File: config.mk
export PLATFORM = sky130hd
export DESIGN_NAME = shadow_ctrl
export DESIGN_NICKNAME = d
export VERILOG_FILES = /design/src/rtl/shadow_ctrl_pkg.sv /design/src/rtl/shadow_regfile.sv /design/src/rtl/shadow_seg_decode.sv /design/src/rtl/shadow_rd_mux.sv /design/src/rtl/shadow_ctrl.sv
export SDC_FILE = /design/constraint.sdc
export NUM_CORES = 2
export LEC_CHECK = 0
export BUFFER_PORTS_ARGS = -buffer_cell sky130_fd_sc_hd__buf_2
export CORE_ASPECT_RATIO = 1.75
export CORE_UTILIZATION = 45
export CTS_CLUSTER_DIAMETER = 150
export DETAILED_ROUTE_END_ITERATION = 6
export PLACE_DENSITY = 0.57
export RECOVER_POWER = 100
export SKIP_CTS_REPAIR_TIMING = 1
export SYNTH_ARGS = -nofsm -noshare
export SYNTH_HDL_FRONTEND = slang
export SYNTH_HIERARCHICAL = 1
export SYNTH_SLANG_ARGS = --single-unit
File: constraint.sdc
create_clock -name clk -period 5.1 [get_ports clk]
set_input_delay 1.02 -clock clk [delete_from_list [all_inputs] [get_ports clk]]
set_output_delay 1.02 -clock clk [all_outputs]
set_load 0.01 [all_outputs]
File: src/rtl/shadow_ctrl_pkg.sv
package shadow_ctrl_pkg;
  localparam int DATA_W   = 8;
  localparam int IDX_W    = 8;
  localparam int NSEG     = 8;
  localparam int SEG_BITS = 15;

  localparam logic [IDX_W-1:0] REG_SEG_EN  = 8'h13;
  localparam logic [IDX_W-1:0] REG_ROUTE   = 8'h14;
  localparam logic [IDX_W-1:0] MASK_SINGLE = 8'h20;
  localparam logic [IDX_W-1:0] MASK_FLOOR  = 8'hC0;

  typedef enum logic [1:0] {
    RT_ALL_EXT = 2'd0,
    RT_RD_INT  = 2'd1,
    RT_WR_INT  = 2'd2,
    RT_ALL_INT = 2'd3
  } route_mode_e;
endpackage

File: src/rtl/shadow_regfile.sv
module shadow_regfile #(
  parameter int DW = 8,
  parameter int IW = 8,
  parameter logic [DW-1:0] RST_VAL = '1,
  parameter logic [IW-1:0] CTL_A = '0,
  parameter logic [IW-1:0] CTL_B = '0
) (
  input  logic          clk,
  input  logic          rst_n,
  input  logic          wr_en,
  input  logic [IW-1:0] wr_idx,
  input  logic [DW-1:0] wr_data,
  input  logic [IW-1:0] rd_idx,
  output logic [DW-1:0] rd_data,
  output logic [DW-1:0] ctl_a_q,
  output logic [1:0]    ctl_b_lo
);
  localparam int DEPTH = 1 << IW;

  logic [DW-1:0] mem_q [DEPTH];

  for (genvar i = 0; i < DEPTH; i++) begin : g_ent
    logic          ce;
    logic [DW-1:0] d;
    always_comb begin
      ce = wr_en && (wr_idx == IW'(i));
      d  = ce ? wr_data : mem_q[i];
    end
    always_ff @(posedge clk or negedge rst_n) begin
      if (!rst_n) mem_q[i] <= RST_VAL;
      else if (ce) mem_q[i] <= d;
    end
  end

  logic [DW-1:0] ctl_b_full;
  always_comb begin
    rd_data    = mem_q[rd_idx];
    ctl_a_q    = mem_q[CTL_A];
    ctl_b_full = mem_q[CTL_B];
    ctl_b_lo   = ctl_b_full[1:0];
  end
endmodule

File: src/rtl/shadow_seg_decode.sv
module shadow_seg_decode
  import shadow_ctrl_pkg::*;
#(
  parameter int AW = 24,
  parameter int NS = 8,
  parameter int SB = 15,
  parameter logic [AW-1:0] BASE = 24'h0C0000
) (
  input  logic [AW-1:0]  addr,
  input  logic           wr,
  input  logic [NS-1:0]  seg_en,
  input  route_mode_e    mode,
  output logic           rd_int,
  output logic           wr_int,
  output logic           acc_int
);
  localparam int SW = (NS > 1) ? $clog2(NS) : 1;
  localparam logic [AW-1:0] SPAN = AW'(NS) << SB;

  logic [AW-1:0] offset;
  logic          in_win;
  logic [SW-1:0] seg;
  logic [NS-1:0] hit;

  always_comb begin
    offset = addr - BASE;
    in_win = (addr >= BASE) && (offset < SPAN);
    seg    = offset[SB +: SW];
  end

  for (genvar c = 0; c < NS; c++) begin : g_seg
    assign hit[c] = in_win && (seg == SW'(c)) && seg_en[c];
  end

  always_comb begin
    rd_int  = (|hit) && mode[0];
    wr_int  = (|hit) && mode[1];
    acc_int = wr ? wr_int : rd_int;
  end
endmodule

File: src/rtl/shadow_rd_mux.sv
module shadow_rd_mux #(
  parameter int DW = 8,
  parameter int IW = 8,
  parameter logic [IW-1:0] MSK_ONE = 8'h20,
  parameter logic [IW-1:0] MSK_LO  = 8'hC0
) (
  input  logic          rd,
  input  logic          sel_data,
  input  logic          cpu_alt,
  input  logic [IW-1:0] idx,
  input  logic [DW-1:0] reg_val,
  output logic [DW-1:0] rdata
);
  logic masked;
  always_comb begin
    masked = cpu_alt && ((idx == MSK_ONE) || (idx >= MSK_LO));
    if (!rd)          rdata = '0;
    else if (!sel_data) rdata = DW'(idx);
    else if (masked)  rdata = '1;
    else              rdata = reg_val;
  end
endmodule

File: src/rtl/shadow_ctrl.sv
module shadow_ctrl
  import shadow_ctrl_pkg::*;
#(
  parameter int AW = 24
) (
  input  logic              clk,
  input  logic              rst_n,
  input  logic              io_addr0,
  input  logic              io_wr,
  input  logic              io_rd,
  input  logic [DATA_W-1:0] io_wdata,
  output logic [DATA_W-1:0] io_rdata,
  input  logic [AW-1:0]     mem_addr,
  input  logic              mem_wr,
  input  logic              cpu_alt,
  output logic              seg_rd_int,
  output logic              seg_wr_int,
  output logic              acc_int,
  output logic              bios_shadow_rd,
  output logic              bios_shadow_wr
);
  logic [IDX_W-1:0]  idx_q, idx_d;
  logic              idx_ce;
  logic              data_we;
  logic [DATA_W-1:0] reg_val;
  logic [DATA_W-1:0] seg_en_q;
  logic [1:0]        route_q;
  route_mode_e       mode;

  always_comb begin
    idx_ce  = io_wr && !io_addr0;
    idx_d   = idx_ce ? io_wdata : idx_q;
    data_we = io_wr && io_addr0;
  end

  always_ff @(posedge clk or negedge rst_n) begin
    if (!rst_n) idx_q <= '0;
    else if (idx_ce) idx_q <= idx_d;
  end

  shadow_regfile #(
    .DW(DATA_W), .IW(IDX_W), .RST_VAL('1),
    .CTL_A(REG_SEG_EN), .CTL_B(REG_ROUTE)
  ) u_rf (
    .clk(clk), .rst_n(rst_n),
    .wr_en(data_we), .wr_idx(idx_q), .wr_data(io_wdata),
    .rd_idx(idx_q), .rd_data(reg_val),
    .ctl_a_q(seg_en_q), .ctl_b_lo(route_q)
  );

  assign mode = route_mode_e'(route_q);
  assign bios_shadow_rd = route_q[0];
  assign bios_shadow_wr = route_q[1];

  shadow_seg_decode #(
    .AW(AW), .NS(NSEG), .SB(SEG_BITS), .BASE(AW'(24'h0C0000))
  ) u_dec (
    .addr(mem_addr), .wr(mem_wr), .seg_en(seg_en_q[NSEG-1:0]), .mode(mode),
    .rd_int(seg_rd_int), .wr_int(seg_wr_int), .acc_int(acc_int)
  );

  shadow_rd_mux #(
    .DW(DATA_W), .IW(IDX_W), .MSK_ONE(MASK_SINGLE), .MSK_LO(MASK_FLOOR)
  ) u_rmux (
    .rd(io_rd), .sel_data(io_addr0), .cpu_alt(cpu_alt),
    .idx(idx_q), .reg_val(reg_val), .rdata(io_rdata)
  );
endmodule

==> summary.txt <==
status: complete, but fails checks
failing checks: capacitance limit, slew limit, setup timing
Worst setup EP type: primary output
number of CTS-inserted buffers: 201
placed cell area: 0.1013 mm2
critical path fanouts, max: 7
Netlist cell types: 75
clk_skew: 36.71 ps
DRC errors left: 0
CP max-delay cell: mux4_2
Worst-Margin Slew: 3095 ps
slowest stage delay, CP: 510 ps
WL final: 278.2 mm
# fillers: 17.71k
initial antenna violation count: 6
Seq pwr share: 0.468
crit path DAT: 4170 ps
fin area: 0.1099 mm2
Max Fclk: 192.8 MHz
most frequent CP cell: buf_4
clock latency on the worst-skew pair: 890 ps
fin crit share: 1.017
final net count: 6343
Area growth syn-to-layout: 13.50%
maximum vdd ir drop: 280.6 uV
CTS Root Cell: clkbuf_16
first-pass GRT wire length: 407.1 mm
ys flop type: dfstp_2
Buffers on Ports: 36
Post-synth EDFFs: 0
Avg WL per Cell: 29.97 um
Final Critical Period: 5185 ps
Net Sw Frac: 0.2606
unrepaired setup endpoints after global routing: true
CTS tree: built
clock power share: 0.378
WS Path Type: flop to primary output
Initial Utilization: 0.4539
Comb power frac: 0.153
required time of the critical path: 4080 ps
Mean Syn Cell Area: 15.74 um2
largest net degree at the start of global routing: 174
Iteration-0 DRC Markers: 2940
Die Y: 615.6 um
Site Rows: 224
drt via density: 5.895
TritonRoute pass-1 iters: 5
die area: 0.2171 mm2
NetSw: 10370 uW
Synth Cell Area: 0.09681 mm2
Cell Pwr Density: 362.1 mW/mm2
Clock transition at path regs: 60 ps
Final Hold Fails: 0
Seq/Total Area, Yosys: 0.5579
DIE WIDTH: 352.6 um
overall power: 39790 uW
Core Box Area: 0.2133 mm2
worst-path cell chain: buf_8 > buf_16 > buf_12 > mux4_2 > a22o_1 > a221oi_1 > o22ai_1 > buf_4 > nor3_1 > nor4_2 > buf_4 > o21a_2 > buf_2
routability-driven placement congestion ratio: 0.8625
Slew Viols, Final: 892
layout cell share with drive strength beyond 1: 0.8534
remaining antenna violation count: 0
final design utilization: 0.5152
global route total overflow: 0
YS warnings: 6
P_int: 29420 uW
Yosys reg bits: 2056
Vias: 54.72k
clk sinks: 2056
total global-route track usage: 0.2517
CTS H-Tree Depth: 4
leakage: 0.04364 uW
Final Setup Violations: 8
number of global-route vias before repair: 58.89k
Max-Cap Viols: 12
Slew HR: -1.063
CTS Buffer Depth: 4
ys async rst share: 1.000
Worst Slack Setup Final: -85.47 ps
final hold slack: 615.1 ps
CP Launch Type: flop
DP Wirelength: 178.0 mm
Synth Instances: 6152
Post-Syn Nets: 6191
register area: 0.05403 mm2
I/O pins: 52
worst hold-check path type: flop to flop
footprint of the multi-input gates: 0.04121 mm2
## synth_stat cells (3+ instances only)
cell type  instances  area (um2)
o211a_1            3       30.03
nor2b_1           21       131.4
clkbuf_1         292        1096
dfrtp_1            8       200.2
mux2_2          2042       22990
nand4_1            3       18.77
o221ai_1          42       367.9
a21oi_1          116       580.6
a211oi_1           7       52.55
mux2i_1          125        1251
buf_8              6       90.09
and3b_1            3       26.28
and2_1            10       62.56
nand2_1          192       720.7
buf_4             34       255.2
a22o_1             7       61.31
nor3_1            27       135.1
or2_2              3       18.77
a221oi_1           6       52.55
or3_1              3       18.77
nand3_1           10       50.05
and3_1             7       43.79
buf_1             12       45.04
nand2b_1          18       112.6
buf_6             26       292.8
mux2_1            13       146.4
o21ai_0           25       125.1
buf_12             7       140.1
mux4_2           442        9955
a22oi_1          165        1239
a21o_1            20       150.1
nor2_2            71       444.2
buf_2            103       515.5
o21a_1             8       60.06
o22ai_1           26       162.7
mux2_4             9       135.1
nor4_2             3       37.54
dfstp_2         2048       53810
o32ai_1            3       26.28
nor2_1            94       352.8
nor4_1            32       200.2
a31oi_1           15       93.84
## cells by family (layout without fill, tap and decap cells)
| kind of cell | after synthesis | in the layout | share of synthesized area |
|---|---|---|---|
| other | 0 | 4 | 0 |
| multiplexers | 2633 | 2633 | 0.3567 |
| AO/OA/AOI/OAI | 464 | 464 | 0.03355 |
| AND/OR/NAND/NOR | 516 | 516 | 0.02658 |
| buffers and inverters | 483 | 784 | 0.02527 |
| flip-flops | 2056 | 2056 | 0.5579 |
## through the flow
stage / TNS [ps] / instances / worst slack (ps)
after floorplan: 0 / 6152 / 1625
after global placement: -383.4 / 8835 / -272.6
after detailed placement: -231.2 / 8835 / -217.4
after CTS: -5561 / 9187 / -1175
after global routing: -1211 / 9279 / -175.4
final: -465.3 / 9282 / -85.47
## power groups by stage
stage	sequential (uW)	combinational (uW)	clock (uW)
after floorplan	18600	3400	0
after global placement	18800	5440	0
after detailed placement	18900	5520	0
after CTS	18600	5530	15500
after global routing	18800	6410	16100
final	18600	6090	15100
## final timing paths
kind                                        from          endpoint  slack (ps)  depth (start not counted)
worst min-delay path            u_rf/mem_q[1845]  u_rf/mem_q[1845]         620                          1
worst min register to register  u_rf/mem_q[1845]  u_rf/mem_q[1845]         620                          1
worst max register to register          idx_q[5]   u_rf/mem_q[737]        1320                          5
max in group asynchronous                  rst_n   u_rf/mem_q[990]         770                          2
min in group asynchronous                  rst_n   u_rf/mem_q[141]        2050                          1
worst max-delay path                    idx_q[0]       io_rdata[0]         -90                         13
## final cells by class
cell class                 instances  area share
sequential                      2056      0.4917
antenna                            4  0.00009109
clock inverter                    50    0.004964
clock buffer                     302     0.05464
timing repair buffer             429     0.04132
multi-input combinational       3613      0.3751
inverter                           3   0.0001025
tap                             2825     0.03217
## routing by layer
layer  vias up  wire length, um  global-route usage
met5         -               47                   0
met4         8            13610              0.1213
met3       453             9945             0.03164
met2      1005           145700              0.4420
met1     29980           108900              0.3050
li1      23270                -                   -
## critical path, delay by kind of cell (launching register included)
kind | cells | cell delay (ps)
compound gates | 4 | 1020
buf+inv | 6 | 980
flops | 1 | 440
mux | 1 | 510
simple gates | 2 | 310
## placed cells by master (no fill, tap or decap), types with 17 or more instances in the layout
cell          n
dfstp_2    2048
mux2_2     2042
mux4_2      442
buf_4       269
clkbuf_16   225
nand2_1     190
a22oi_1     128
mux2i_1     123
a21oi_1     104
nor2_1       87
nor2_2       76
clkbuf_1     56
clkbuf_8     51
buf_12       40
a22oi_2      37
clkinv_2     34
o221ai_1     32
buf_2        25
o22ai_1      24
o21ai_0      22
buf_6        21
buf_16       21
a21o_1       20
nand2b_1     17
## registers in the layout, summed over array words and instances, names as in the netlist
name / count
u_rf/mem_q: 2032
idx_q: 8
u_rf/ctl_b_full: 8
u_rf/ctl_a_q: 8
(Power assumes the default switching activity.)
